File: src/rtl/glue_pkg.sv
package glue_pkg;
  typedef enum logic [1:0] {
    RG_RAM = 2'd0,
    RG_IIO = 2'd1,
    RG_XIO = 2'd2,
    RG_ROM = 2'd3
  } region_e;

  localparam logic [7:0] NOP_OPCODE = 8'hEA;
endpackage

File: src/rtl/glue_decode.sv
module glue_decode
  import glue_pkg::*;
#(
  parameter int ADDR_W = 16,
  parameter logic [ADDR_W-1:0] RAM_LAST = 16'hDFFF,
  parameter logic [ADDR_W-1:0] IIO_LAST = 16'hE7FF,
  parameter logic [ADDR_W-1:0] XIO_LAST = 16'hEFFF
) (
  input  logic [ADDR_W-1:0] addr,
  output region_e           region
);
  always_comb begin
    if (addr <= RAM_LAST)      region = RG_RAM;
    else if (addr <= IIO_LAST) region = RG_IIO;
    else if (addr <= XIO_LAST) region = RG_XIO;
    else                       region = RG_ROM;
  end
endmodule

File: src/rtl/glue_bootrom.sv
module glue_bootrom #(
  parameter int ROM_AW = 4,
  parameter int DATA_W = 8
) (
  input  logic              clk,
  input  logic [ROM_AW-1:0] idx,
  output logic [DATA_W-1:0] data_q
);
  localparam int DEPTH = 1 << ROM_AW;

  logic [DATA_W-1:0] mem [DEPTH];

  // Loop at the top of memory storing a constant to on-chip I/O.
  // Vectors at indices 12..15 point back to the first entry.
  function automatic logic [DATA_W-1:0] boot_byte(input int i);
    case (i)
      0:  return DATA_W'(8'hA9);
      1:  return DATA_W'(8'h55);
      2:  return DATA_W'(8'h8D);
      3:  return DATA_W'(8'h00);
      4:  return DATA_W'(8'hE0);
      5:  return DATA_W'(8'h4C);
      6:  return DATA_W'(8'hF0);
      7:  return DATA_W'(8'hFF);
      12: return DATA_W'(8'hF0);
      13: return DATA_W'(8'hFF);
      14: return DATA_W'(8'hF0);
      15: return DATA_W'(8'hFF);
      default: return DATA_W'(8'hEA);
    endcase
  endfunction

  for (genvar g = 0; g < DEPTH; g++) begin : g_fill
    assign mem[g] = boot_byte(g);
  end

  always_ff @(posedge clk) begin
    data_q <= mem[idx];
  end
endmodule

File: src/rtl/glue_throttle.sv
module glue_throttle #(
  parameter int CNT_W = 10
) (
  input  logic clk,
  input  logic rst,
  input  logic en,
  input  logic rw,
  output logic rdy
);
  localparam logic [CNT_W-1:0] LAST = {CNT_W{1'b1}};

  logic [CNT_W-1:0] cnt_q;

  always_ff @(posedge clk) begin
    if (rst) begin
      cnt_q <= '0;
      rdy   <= 1'b1;
    end else begin
      cnt_q <= en ? cnt_q + 1'b1 : '0;
      rdy   <= !en || !rw || (cnt_q == LAST);
    end
  end

  // a ready pulse on a throttled read is one cycle wide
  p_rdy_single_r10: assert property (@(posedge clk) disable iff (rst)
    (rdy && $past(en && rw) && en && rw) |=> !rdy);

  // writes and a disabled throttle never stall
  p_rdy_free_r11: assert property (@(posedge clk) disable iff (rst)
    (!en || !rw) |=> rdy);
endmodule

File: src/rtl/glue_bus6502.sv
module glue_bus6502
  import glue_pkg::*;
#(
  parameter int ADDR_W = 16,
  parameter int DATA_W = 8,
  parameter int ROM_AW = 4,
  parameter int THR_W  = 10
) (
  input  logic              clk,
  input  logic              rst,
  input  logic [ADDR_W-1:0] addr,
  input  logic              rw,
  input  logic              phi2,
  input  logic              nop_mode,
  input  logic              irom_mode,
  input  logic              throttle_en,
  output logic              ram_cs_n,
  output logic              rom_cs_n,
  output logic              xio_cs_n,
  output logic              iio_cs_n,
  output logic [DATA_W-1:0] dout,
  output logic              dout_oe,
  output logic              rdy
);
  localparam int WIN_W = ADDR_W - ROM_AW;

  region_e           region;
  logic              top_win, rom_sel, int_sel;
  logic              nop_q;
  logic [DATA_W-1:0] rom_q;

  glue_decode #(.ADDR_W(ADDR_W)) u_decode (
    .addr   (addr),
    .region (region)
  );

  glue_bootrom #(.ROM_AW(ROM_AW), .DATA_W(DATA_W)) u_rom (
    .clk    (clk),
    .idx    (addr[ROM_AW-1:0]),
    .data_q (rom_q)
  );

  glue_throttle #(.CNT_W(THR_W)) u_thr (
    .clk (clk),
    .rst (rst),
    .en  (throttle_en),
    .rw  (rw),
    .rdy (rdy)
  );

  assign top_win = (addr[ADDR_W-1:ROM_AW] == {WIN_W{1'b1}});
  assign rom_sel = irom_mode && top_win;
  assign int_sel = nop_mode || rom_sel;

  always_ff @(posedge clk) begin
    if (rst) begin
      ram_cs_n <= 1'b1;
      rom_cs_n <= 1'b1;
      xio_cs_n <= 1'b1;
      iio_cs_n <= 1'b1;
      dout_oe  <= 1'b0;
      nop_q    <= 1'b0;
    end else begin
      ram_cs_n <= nop_mode || (region != RG_RAM);
      iio_cs_n <= nop_mode || (region != RG_IIO);
      xio_cs_n <= nop_mode || (region != RG_XIO);
      rom_cs_n <= nop_mode || rom_sel || (region != RG_ROM);
      dout_oe  <= rw && phi2 && int_sel;
      nop_q    <= nop_mode;
    end
  end

  assign dout = !dout_oe ? '0 : (nop_q ? DATA_W'(NOP_OPCODE) : rom_q);

  // no two external/internal selects at once
  p_cs_exclusive_r5: assert property (@(posedge clk) disable iff (rst)
    $onehot0({~ram_cs_n, ~rom_cs_n, ~xio_cs_n, ~iio_cs_n}));

  // drive only after a read during phase 2
  p_oe_read_r9: assert property (@(posedge clk) disable iff (rst)
    dout_oe |-> ($past(rw) && $past(phi2)));

  // NOP feed deselects every device
  p_nop_desel_r6: assert property (@(posedge clk) disable iff (rst)
    nop_mode |=> (ram_cs_n && rom_cs_n && xio_cs_n && iio_cs_n));

  // on-chip table hides the EPROM in its window
  p_rom_hidden_r7: assert property (@(posedge clk) disable iff (rst)
    (irom_mode && top_win) |=> rom_cs_n);

  // NOP data wins whenever it is driven
  p_nop_data_r12: assert property (@(posedge clk) disable iff (rst)
    (dout_oe && nop_q) |-> (dout == DATA_W'(NOP_OPCODE)));
endmodule

File: config.mk
export PLATFORM = sky130hd
export DESIGN_NAME = glue_bus6502
export DESIGN_NICKNAME = d
export VERILOG_FILES = /design/src/rtl/glue_pkg.sv /design/src/rtl/glue_decode.sv /design/src/rtl/glue_bootrom.sv /design/src/rtl/glue_throttle.sv /design/src/rtl/glue_bus6502.sv
export SDC_FILE = /design/constraint.sdc
export NUM_CORES = 1
export LEC_CHECK = 0
export ABC_AREA = 1
export BUFFER_PORTS_ARGS = -buffer_cell sky130_fd_sc_hd__clkbuf_2
export CORE_AREA = 2 2 56 58
export DETAILED_ROUTE_END_ITERATION = 7
export DIE_AREA = 0 0 58 60
export PLACE_DENSITY_LB_ADDON = 0.12
export SYNTH_ARGS = -nofsm -noshare
export SYNTH_HDL_FRONTEND = slang
export SYNTH_SLANG_ARGS = --single-unit
File: constraint.sdc
create_clock -name clk -period 1.4 [get_ports clk]
set_input_delay 0.28 -clock clk [delete_from_list [all_inputs] [get_ports clk]]
set_output_delay 0.28 -clock clk [all_outputs]
set_load 0.005 [all_outputs]
After elaboration in Yosys (flattened, before gate mapping)
Memories as Yosys holds them, arrays and structs flattened. A register that Yosys moved wholly into a read port is not among the register bits.
Index checks and enable logic that the tools add are counted.
W data, S select, Z words.
{ "totals": {"reg_bits": 17, "latchBits": 0, "mem_bits_rw": 0, "mem_bits_ro": 128, "inputBits": 23, "output_inout_bits": 14, "mem_count": 1} }
{ "memory_table": {"columns": ["memory", "depth", "width", "rd", "rd_clocked_by_memory_dff", "write_ports", "line", "source"], "rows": [
  ["(no name shown)", 16, 8, 1, 1, 0, "glue_bootrom.sv:38", "data_q <= mem[idx];"]
]} }
{ "classes": {"addsub": 1, "multipliers": 0, "n_div": 0, "magnitude_cmp": 3, "eq_ne": 5, "n_shift": 0, "mux": 5, "bitwise": 2, "reduce_logical": 14} }
{ "op_table": {"columns": ["cell", "count"], "rows": [
  ["$le A16 B16 Y1 const B", 3],
  ["$mux W8", 2],
  ["$eq A12 B12 Y1 const B", 1],
  ["$add A10 B1 Y10 const B", 1],
  ["$eq A10 B10 Y1 const B", 1],
  ["$logic_or A1 B1 Y1", 7],
  ["$not A4 Y5", 1],
  ["$mux W2", 2],
  ["$ne A2 B2 Y1 const B", 2],
  ["$logic_and A1 B1 Y1", 3],
  ["$logic_not A1 Y1", 2],
  ["$ne A2 B1 Y1 const B", 1],
  ["$reduce_bool A2 Y1", 1],
  ["$reduce_or A2 Y1", 1],
  ["$mux W1", 1],
  ["$not A1 Y1", 1]
]} }

Logic depth before layout (Yosys ltp)
Gate-level depths: netlist of the first run.
{ "logic_depth": {"word_depth": 6, "depth_mapped": 6} }

Cells and area by module
Synthesis of the first run repeated with hierarchy kept, for this count alone.
{ "hier_totals": {"cells_unflattened": 156, "area_unflattened_um2": 1143.6} }
{ "by_module_without_submodules": {"columns": ["mod", "instances", "cells_per_inst", "area_per_inst_um2", "seq_area_each_um2"], "rows": [
  ["glue_throttle", 1, 63, 475.5, 220.2],
  ["glue_bootrom", 1, 42, 350.3, 160.2],
  ["glue_bus6502", 1, 46, 295.3, 120.1],
  ["glue_decode", 1, 5, 22.5, 0.0]
]} }

Worst setup path before layout of the first run
No wires, ideal clock.
{ "synth_timing": {"path_kind": "register -> register", "start": "register u_thr.cnt_q[0]", "end": "register u_thr.cnt_q[6]", "setup_ns": 0.115, "arrival_time_ns": 0.997, "path_slack_ns": 0.288, "path_stages_with_launch": 7, "path_buffers": 0, "period_less_slack_ns": 1.112, "path_cell_list": "dfxtp_1 > ha_1 > nand3_1 > nor2_1 > nand3_1 > nand2_1 > nor2_1"} }
{ "synth_between": {"elab_chain_len": 1} }
{ "synth_lines": {"columns": ["item", "line", "source"], "rows": [
  ["start, declared", "glue_throttle.sv:12", "logic [CNT_W-1:0] cnt_q;"],
  ["start signal, assigned", "glue_throttle.sv:19", "cnt_q <= en ? cnt_q + 1'b1 : '0;"],
  ["$add A10 B1 Y10", "glue_throttle.sv:19", null]
]} }
Every way passes these cells.
A chain may end at the register's enable or synchronous reset.

Worst setup path after layout of the first run
{ "layout_timing": {"start": "register dout_oe", "end": "output dout[4]"} }
{ "layout_between": {"elab_chain_len": 1} }
{ "layout_lines": {"columns": ["item", "line", "source"], "rows": [
  ["start, declared", "glue_bus6502.sv:22", "output logic dout_oe,"],
  ["start signal, assigned", "glue_bus6502.sv:68", "dout_oe <= rw && phi2 && int_sel;"],
  ["$mux W8", "glue_bus6502.sv:73", "assign dout = !dout_oe ? '0 : (nop_q ? DATA_W'(NOP_OPCODE) : rom_q);"],
  ["end, declared", "glue_bus6502.sv:21", "output logic [DATA_W-1:0] dout,"]
]} }
Every way passes these cells.

==> impl_metrics.tcl, run 1 <==
set metrics [dict create \
    final_common_cell "clkbuf_2" \
    placed_area_um2 1320 \
    register_area_um2 507 \
    hold_viol 0 \
    slew_headroom_pct 84.8 \
    hold_path_depth 2 \
    synth.distinct_cells 18 \
    leakage_nw 0.685 \
    fin_hold_ws_ps 137 \
    multiInputGateArea_um2 557 \
    rows 20 \
    r2r_start "u_thr.cnt_q[0]" \
    clock_skew_ps 9.78 \
    worstMarginPinSlew_ps 226 \
    yosysTopAreaCellShare_pct 45.6 \
    grt_pass1_wl_um 3550 \
    core_um2 2900 \
    crit_start "dout_oe" \
    cap_violations 0 \
    setup_ws_ps -24.3 \
    crit_fanout 6 \
    nFillCells 303 \
    clock_path_buffers 2 \
    grt_pass1_vias 910 \
    port_buffers 36 \
    cp_data_required_time_ps 1120 \
    critical_path_class "reg2out" \
    clkLatencyLatePin_ps 310 \
    cts_buffers 3 \
    clock_sinks 25 \
    cp.arrival_ps 1140 \
    syn_avg_cell_area_um2 7.32 \
    vias_per_cell 4.50 \
    cts-root-buf "clkbuf_4" \
    hp-class "in2reg" \
    antenna_left 0 \
    outcome "complete, but fails checks" \
    route.detailed.wl_per_inst_um 9.29 \
    grt_overflow 0 \
    nets 221 \
    worst_setup_path_start_kind "flip-flop" \
    cts_tree "done" \
    synthesis.nets 179 \
    yosysWarnings 0 \
    final_area_um2 1410 \
    clk_pin_slew_ps 130 \
    grt_max_degree 14 \
    p_per_area_nw_per_um2 855 \
    final_cell_mix "clkbuf_2, nand2_1, nor2_1" \
    min_period_ps 1420 \
    ys_seq_area_share_pct 45.6 \
    hold_start "rst" \
    vias 1008 \
    die_w_um 58 \
    fin_crit_sh_pct 102 \
    synth_area_leader_cell "dfxtp_1" \
    synthTopCellsByArea "dfxtp_1, nor2_1, nand2_1" \
    htree_levels 1 \
    setup_viol 3 \
    syn2layout_area_growth_pct 27.9 \
    syn_area_um2 1100 \
    initial_core_util_pct 37.8 \
    track_usage_pct 13.5 \
    drt_wl_total_um 2080 \
    max_freq_mhz 702 \
    drv_slew 0 \
    antenna_found_initial 0 \
    firstDrtPassIters 3 \
    ioPinCount 37 \
    design.die.area_um2 3480 \
    finalSetupTns_ps -52.6 \
    diodes 0 \
    dpl_worst_slack_ps 171 \
    worstRegToRegCells 6 \
    die_y_um 60 \
    routabilityCongestion 0.863 \
    place_hpwl_um 1660 \
    vdd_drop_max_uv 361 \
    synthCells 150 \
    ys_seq_elements 25 \
    drtIter0Drc 17 \
    drive_gt1_share_pct 29.3 \
    drcViolationCount 0 \
    violations "negative setup slack" \
    end_kind "output port" \
    rsz0062_at_grt "yes" \
]
## per-layer routing
metal / vias to the layer above / global-route usage, % / part of all wire, % / wire length (µm)
li1: 553 / - / - / -
met1: 422 / 16.5 / 47 / 973
met2: 28 / 21.4 / 44 / 921
met3: 5 / 3.25 / 6.5 / 136
met4: 0 / 7.97 / 2.4 / 50
met5: - / 0 / 0 / 0
## worst paths after layout
kind,endpoint,slack [ps]
worst max-delay path,dout[4],-20
worst max register to register,u_thr.cnt_q[8],220
worst min-delay path,nop_q,140
worst min register to register,u_thr.cnt_q[0],490
## cell families after synthesis
family	share of synthesized area (%)
flip-flops	45.6
adder cells (fa/ha/maj)	6.83
AND/OR/NAND/NOR	33.0
AO/OA/AOI/OAI	7.40
buffers and inverters	7.18
## power by group
group / switching (mW) / internal [mW] / leakage [nW] / total [mW]
registers: 0.0155 / 0.738 / 0.207 / 0.753
logic: 0.0727 / 0.0645 / 0.463 / 0.137
clock network: 0.199 / 0.111 / 0.0150 / 0.311
## critical path, stage by stage, from the launching register on
cell and delay, ps:
dfxtp_2 350, inv_2 60, or2_4 240, nor2_2 80, clkbuf_2 110
## synthesized netlist by cell type, drive strengths merged
library cell and n:
a21boi 1, inv 21, nor3b 1, or2 2, a21oi 7, nand4 4, ha 6, nand3 11
nor3 1, o21ai 5, a31oi 1, dfxtp 25, nor2 35, o21bai 1, nand2 29
## cell type report
| type | count | area share (%) |
|---|---|---|
| repair buffers | 37 | 13.9 |
| well taps | 33 | 2.94 |
| flip-flops and latches | 25 | 36.1 |
| multi-input cells | 104 | 39.6 |
| clock buffers | 4 | 1.87 |
| inverters | 21 | 5.61 |
## timing repair
| action | in CTS | in global routing |
|---|---|---|
| pin swaps | 0 | 4 |
| hold buffers | 0 | 0 |
| setup buffers | 1 | 0 |
| gates resized for setup | 5 | 19 |
| endpoints found under the setup margin | 3 | 10 |
## state kept, by name, indices dropped and copies added (netlist names)
register	cells
rom_cs_n	1
u_thr.cnt_q	10
nop_q	1
u_rom.data_q	8
iio_cs_n	1
u_thr.rdy	1
xio_cs_n	1
dout_oe	1
ram_cs_n	1
## metrics by stage
stage	power, mW	cells	util (%)
after floorplan	0.826	150	-
after global placement	0.888	219	45.5
after detailed placement	0.889	219	45.5
after CTS	1.20	224	46.9
after global routing	1.28	224	48.4
final	1.20	224	48.4
Note: power is estimated with default switching activity, not from simulation.
==> run 2, diff against run 1 <==
Settings changed: ABC_AREA 1 to unset, CORE_AREA 2 2 56 58 to 2 2 51 53, DIE_AREA 0 0 58 60 to 0 0 53 55.
==> run 2 against run 1 <==
Net effect:
- register-to-register slack got worse by 110 ps
- combinational power shrank 15%
- first-iteration DRC count decreased by 76%
- utilization grew 8.0 points
- sequential share of layout area rose by 1.8 points
- via count shrank 6.7%
- critical endpoint is now dout[0]
- worst setup slack gained 95 ps
- highest routed layer unchanged
- synthesized area decreased by 2.1%
- the run now ends clean
- worst hold slack worse by 1.7 ps
==> impl_metrics.tcl, run 2 <==
set metrics [dict create \
    crit_start "dout_oe" \
    finalSetupTns_ps 0 \
    r2r_start "u_thr.cnt_q[3]" \
    largest-register "u_thr.cnt_q" \
    cp_data_required_time_ps 1120 \
    vias_per_cell 5.03 \
    synthArstFlopShare_pct 0 \
    crit_chain "nor2b_4, and2_4, clkbuf_2" \
    leakage_nw 0.586 \
    synth_commonest_cells "dfxtp_1, nand2_1, nand3_1" \
    end_kind "output port" \
    grt_pass1_vias 782 \
    ioPinCount 37 \
    drtIter0Drc 4 \
    worstMarginPinSlew_ps 368 \
    final_common_cell "clkbuf_2" \
    synth_area_leader_cell "dfxtp_1" \
    slowest_stage "dfxtp_1" \
    core_um2 2360 \
    crit_fanout 3 \
    setup_viol 0 \
    synth-edff-count 0 \
    synth_ff_type "dfxtp_1" \
    min_period_ps 1330 \
    seq_power_share_pct 63.8 \
    antenna_left 0 \
    combinationalPowerShare_pct 9.9 \
    reg_top3 "u_thr.cnt_q: 10 flops, u_rom.data_q: 8 flops" \
    yosysTopAreaCellShare_pct 46.5 \
    hold_viol 0 \
    firstDrtPassIters 4 \
    largest_register_ffs 10 \
    total_power_mw 1.17 \
    wl_met1_um 954 \
    drt_wl_total_um 2050 \
    diodes 0 \
    place_inst 183 \
    port_buffers 36 \
    drive_gt1_share_pct 29.3 \
    clock_skew_ps 5.03 \
    outcome "complete, no violations" \
    cts_setup_buffers 0 \
    clk_pin_slew_ps 120 \
    cap_violations 0 \
    nFillCells 231 \
    syn_avg_cell_area_um2 9.12 \
    synth.distinct_cells 28 \
    p_per_area_nw_per_um2 880 \
    die_w_um 53 \
    hold_start "addr[11]" \
    max_freq_mhz 752 \
    grt_pass1_wl_um 3220 \
    drv_slew 0 \
    sw_frac_of_total_pct 23.0 \
    final_cell_mix "clkbuf_2, dfxtp_1, nand2_1" \
    fin_cells 187 \
    critPathTopFamily "flip-flops" \
    grt_overflow 0 \
    track_usage_pct 15.0 \
    initial_core_util_pct 45.5 \
    cts-root-buf "clkbuf_4" \
    critical_path_class "reg2out" \
    ys_seq_elements 25 \
    fin_crit_sh_pct 95.0 \
    worst_setup_path_start_kind "flip-flop" \
    hp-class "in2reg" \
    die_y_um 55 \
    grt_max_degree 14 \
    yosysWarnings 0 \
    synthTopCellsByArea "dfxtp_1, ha_1, nand3_1" \
    place_hpwl_um 1660 \
    wl_met3_um 139 \
    clock_sinks 25 \
    antenna_found_initial 0 \
    vdd_drop_max_uv 470 \
    cts_tree "done" \
    clkLatencyLatePin_ps 310 \
    critical_path_buf_inv_count 1 \
    cpPeakStageDelay_ps 360 \
    cp.arrival_ps 1050 \
    drcViolationCount 0 \
    rows 18 \
    nets 187 \
    design.die.area_um2 2920 \
    p_switching_mw 0.270 \
    syn2layout_area_growth_pct 24.1 \
    final_area_um2 1340 \
    p_clk_share_pct 26.3 \
    routabilityCongestion 0.782 \
    syn_area_um2 1080 \
    rsz0062_at_grt "no" \
    synthesis.nets 147 \
    top_layer "met4" \
    cts_buffers 3 \
    vias 940 \
    route.detailed.wl_per_inst_um 11.0 \
    synthCells 118 \
    slew_headroom_pct 75.2 \
    hold_buffers 0 \
    htree_levels 1 \
    ys_seq_area_share_pct 46.5 \
    placed_area_um2 1290 \
    clock_path_buffers 2 \
    yosysMostFrequentCell "dfxtp_1" \
    p_int_mw 0.905 \
    wl_met2_um 941 \
]
-- run 2: changes by cell type in the layout (fill, tap and decap cells not counted), moves of 3 or more --
cell / delta
and2_1: +3
nor2_2: -3
nand3_1: -3
nor2_4: -5
inv_1: -13
o21a_1: +5
nand2_1: -19
nor2_1: -20
or4_1: +3
clkbuf_2: +6
buf_2: -6
nand2b_1: +5
-- run 2: metal layers --
| layer | vias to the layer above | global-route usage, % |
|---|---|---|
| met4 | 0 | 5.13 |
| met1 | 417 | 18.6 |
| met3 | 2 | 2.42 |
| met2 | 30 | 26.5 |
| li1 | 491 | - |
| met5 | - | 0 |
-- run 2: final timing paths --
kind,endpoint,slack (ps),cells past startpoint
worst max-delay path,dout[0],70,3
worst min-delay path,xio_cs_n,140,2
worst max register to register,u_thr.cnt_q[9],110,3
worst min register to register,u_thr.cnt_q[0],480,1
-- run 2: stage by stage --
stage / setup WS [ps] / hold slack [ps] / utilization (%)
after floorplan: 210 / 342 / -
after global placement: 164 / 448 / 54.7
after detailed placement: 115 / 456 / 54.7
after CTS: 4.15 / 123 / 55.9
after global routing: 13.8 / 136 / 56.5
final: 70.5 / 135 / 56.5
-- run 2: cell families after synthesis --
| family | after synthesis | synth area share, % |
|---|---|---|
| AOI/OAI and AO/OA | 23 | 13.5 |
| adders and majority gates | 6 | 6.98 |
| and+or+nand+nor | 50 | 25.6 |
| muxes | 2 | 1.86 |
| DFF | 25 | 46.5 |
| xor gates and xnor gates | 3 | 2.44 |
| buffers and inverters | 9 | 3.14 |
-- run 2: cell type report --
type,count,area (µm²),area share (%)
tap,30,37.5,2.81
timing repair buffer,37,188,14.1
multi-input combinational,84,552,41.3
inverter,7,26.3,1.97
clock buffer,4,26.3,1.97
sequential,25,505,37.9
-- run 2: repair_timing --
item,CTS,global route
resized for setup,1,5
pin swaps,0,0
endpoints found under the setup margin,3,4
-- run 2: power by group through the flow --
stage | Combinational, mW | Sequential, mW | Clock (mW)
5_1_grt | 0.135 | 0.751 | 0.344
6_report | 0.116 | 0.749 | 0.309
3_5_place_dp | 0.117 | 0.765 | 0
3_3_place_gp | 0.113 | 0.764 | 0
4_1_cts | 0.118 | 0.749 | 0.326
2_1_floorplan | 0.0571 | 0.762 | 0
==> run 3, diff against run 2 <==
Settings changed: CORE_AREA 2 2 51 53 to 2 2 55 57, DIE_AREA 0 0 53 55 to 0 0 57 59.
==> run 3 against run 2 <==
Net effect:
- worst hold slack improved by 1.6 ps
- clock skew shrank 3.3 ps
- power is 1.1% higher
- clock power increased by 3%
- sequential share of layout area decreased by 0.49 points
- global-route usage decreased by 1.2 points
- final area rose by 1.3%
- routed wire length rose by 5.1%
- register-to-register slack better by 30 ps
- sequential power is essentially flat
- die area is 15% higher
==> impl_metrics.tcl, run 3 (synthesized netlist as in run 2, its figures left out) <==
set metrics [dict create \
    die_w_um 57 \
    syn2layout_area_growth_pct 25.7 \
    p_int_mw 0.906 \
    route.detailed.wl_per_inst_um 11.4 \
    register_area_um2 505 \
    htree_levels 1 \
    wl_met2_um 992 \
    track_usage_pct 13.8 \
    vdd_drop_max_uv 452 \
    hold_path_depth 2 \
    outcome "complete, no violations" \
    wl_met1_um 969 \
    cp.arrival_ps 1090 \
    cts_setup_buffers 0 \
    critical_path_class "reg2out" \
    drive_gt1_share_pct 30.4 \
    total_power_mw 1.19 \
    hold_viol 0 \
    leakage_nw 0.595 \
    place_inst 185 \
    fin_crit_sh_pct 97.7 \
    final_cell_mix "clkbuf_2, dfxtp_1, nand2_1" \
    grt_overflow 0 \
    grt_pass1_vias 856 \
    grt_max_degree 14 \
    antenna_found_initial 0 \
    nFillCells 292 \
    drcViolationCount 0 \
    multiInputGateArea_um2 554 \
    cp_data_required_time_ps 1120 \
    clock_sinks 25 \
    crit_fanout 6 \
    largest-register "u_thr.cnt_q" \
    cts_buffers 3 \
    p_switching_mw 0.281 \
    fin_hold_ws_ps 137 \
    cts_tree "done" \
    clock_path_buffers 2 \
    largest_register_ffs 10 \
    cts-root-buf "clkbuf_4" \
    reg_top3 "u_thr.cnt_q: 10 flops, u_rom.data_q: 8 flops" \
    worstMarginPinSlew_ps 351 \
    hp-class "in2reg" \
    clk_pin_slew_ps 130 \
    firstDrtPassIters 4 \
    sw_frac_of_total_pct 23.7 \
    top_layer "met4" \
    clkLatencyLatePin_ps 310 \
    core_um2 2710 \
    placed_area_um2 1300 \
    clock_skew_ps 1.68 \
    fin_cells 189 \
    place_hpwl_um 1670 \
    max_freq_mhz 731 \
    die_y_um 59 \
    r2r_slack_ps 140 \
    rsz0062_at_grt "yes" \
    drt_wl_total_um 2160 \
    p_per_area_nw_per_um2 877 \
    antenna_left 0 \
    cp-endpoint "dout[4]" \
    vias 967 \
    ioPinCount 37 \
    wl_met3_um 168 \
    vias_per_cell 5.12 \
    design.die.area_um2 3360 \
    worstRegToRegCells 3 \
    initial_core_util_pct 39.7 \
    nets 188 \
    crit_start "nop_q" \
    routabilityCongestion 0.753 \
    r2r-end "u_thr.cnt_q[9]" \
    cap_violations 0 \
    rows 19 \
    drv_slew 0 \
    diodes 0 \
    p_clk_share_pct 26.9 \
    port_buffers 36 \
    grt_pass1_wl_um 3590 \
    final_common_cell "clkbuf_2" \
    combinationalPowerShare_pct 10.0 \
    min_period_ps 1370 \
    seq_power_share_pct 63.1 \
    r2r_start "u_thr.cnt_q[0]" \
    end_kind "output port" \
    slew_headroom_pct 76.4 \
    drtIter0Drc 23 \
    worst_setup_path_start_kind "flip-flop" \
    setup_viol 0 \
    final_area_um2 1350 \
    hold_buffers 0 \
]
## run 3: changes by cell type in the layout (fill, tap and decap cells not counted)
cell and change:
and2_1 -1, and2_4 +1, buf_4 +1, buf_6 +1, clkbuf_2 -1
## run 3: through the flow
stage	TNS [ps]	utilization, %	setup WS, ps
global placement	0	48.1	198
global route	-115	49.9	-45.3
detailed placement	0	48.1	165
finish	0	49.9	31.9
floorplan	0	-	210
CTS	0	49.4	8.78
## run 3: timing repair
action	in CTS	in global routing
resized for setup	3	5
setup endpoints to repair	3	4
pin swaps	0	2
## run 3: worst min path at each step
stage                    from        endpoint  slack (ps)
2_1_floorplan        addr[11]        xio_cs_n         340
3_3_place_gp   u_thr.cnt_q[0]  u_thr.cnt_q[0]         450
3_5_place_dp   u_thr.cnt_q[0]  u_thr.cnt_q[0]         460
4_1_cts              addr[11]        xio_cs_n         130
5_1_grt              addr[11]        xio_cs_n         120
6_report             addr[11]        xio_cs_n         140
## run 3: area by class of cell
cell class	count	share of cell area [%]
Multi-Input combinational cell	84	41.0
Clock buffer	4	1.94
Tap cell	31	2.87
Inverter	7	1.94
Timing Repair Buffer	38	14.9
Sequential cell	25	37.4
## run 3: power by group through the flow
stage / Combinational, mW / Sequential, mW / Clock, mW
after global routing: 0.135 / 0.753 / 0.368
after floorplan: 0.0571 / 0.762 / 0
after global placement: 0.114 / 0.763 / 0
final: 0.119 / 0.749 / 0.319
after CTS: 0.119 / 0.749 / 0.335
after detailed placement: 0.118 / 0.764 / 0
## run 3: routing by layer
metal / vias up / GRT usage (%)
met2: 35 / 23.2
met3: 2 / 2.84
met1: 437 / 16.4
met4: 0 / 7.97
li1: 493 / -
met5: - / 0
## run 3: critical path, stage by stage (launching register included)
cell	delay [ps]
dfxtp_4	390
nor2b_4	140
and2_4	150
clkbuf_2	100
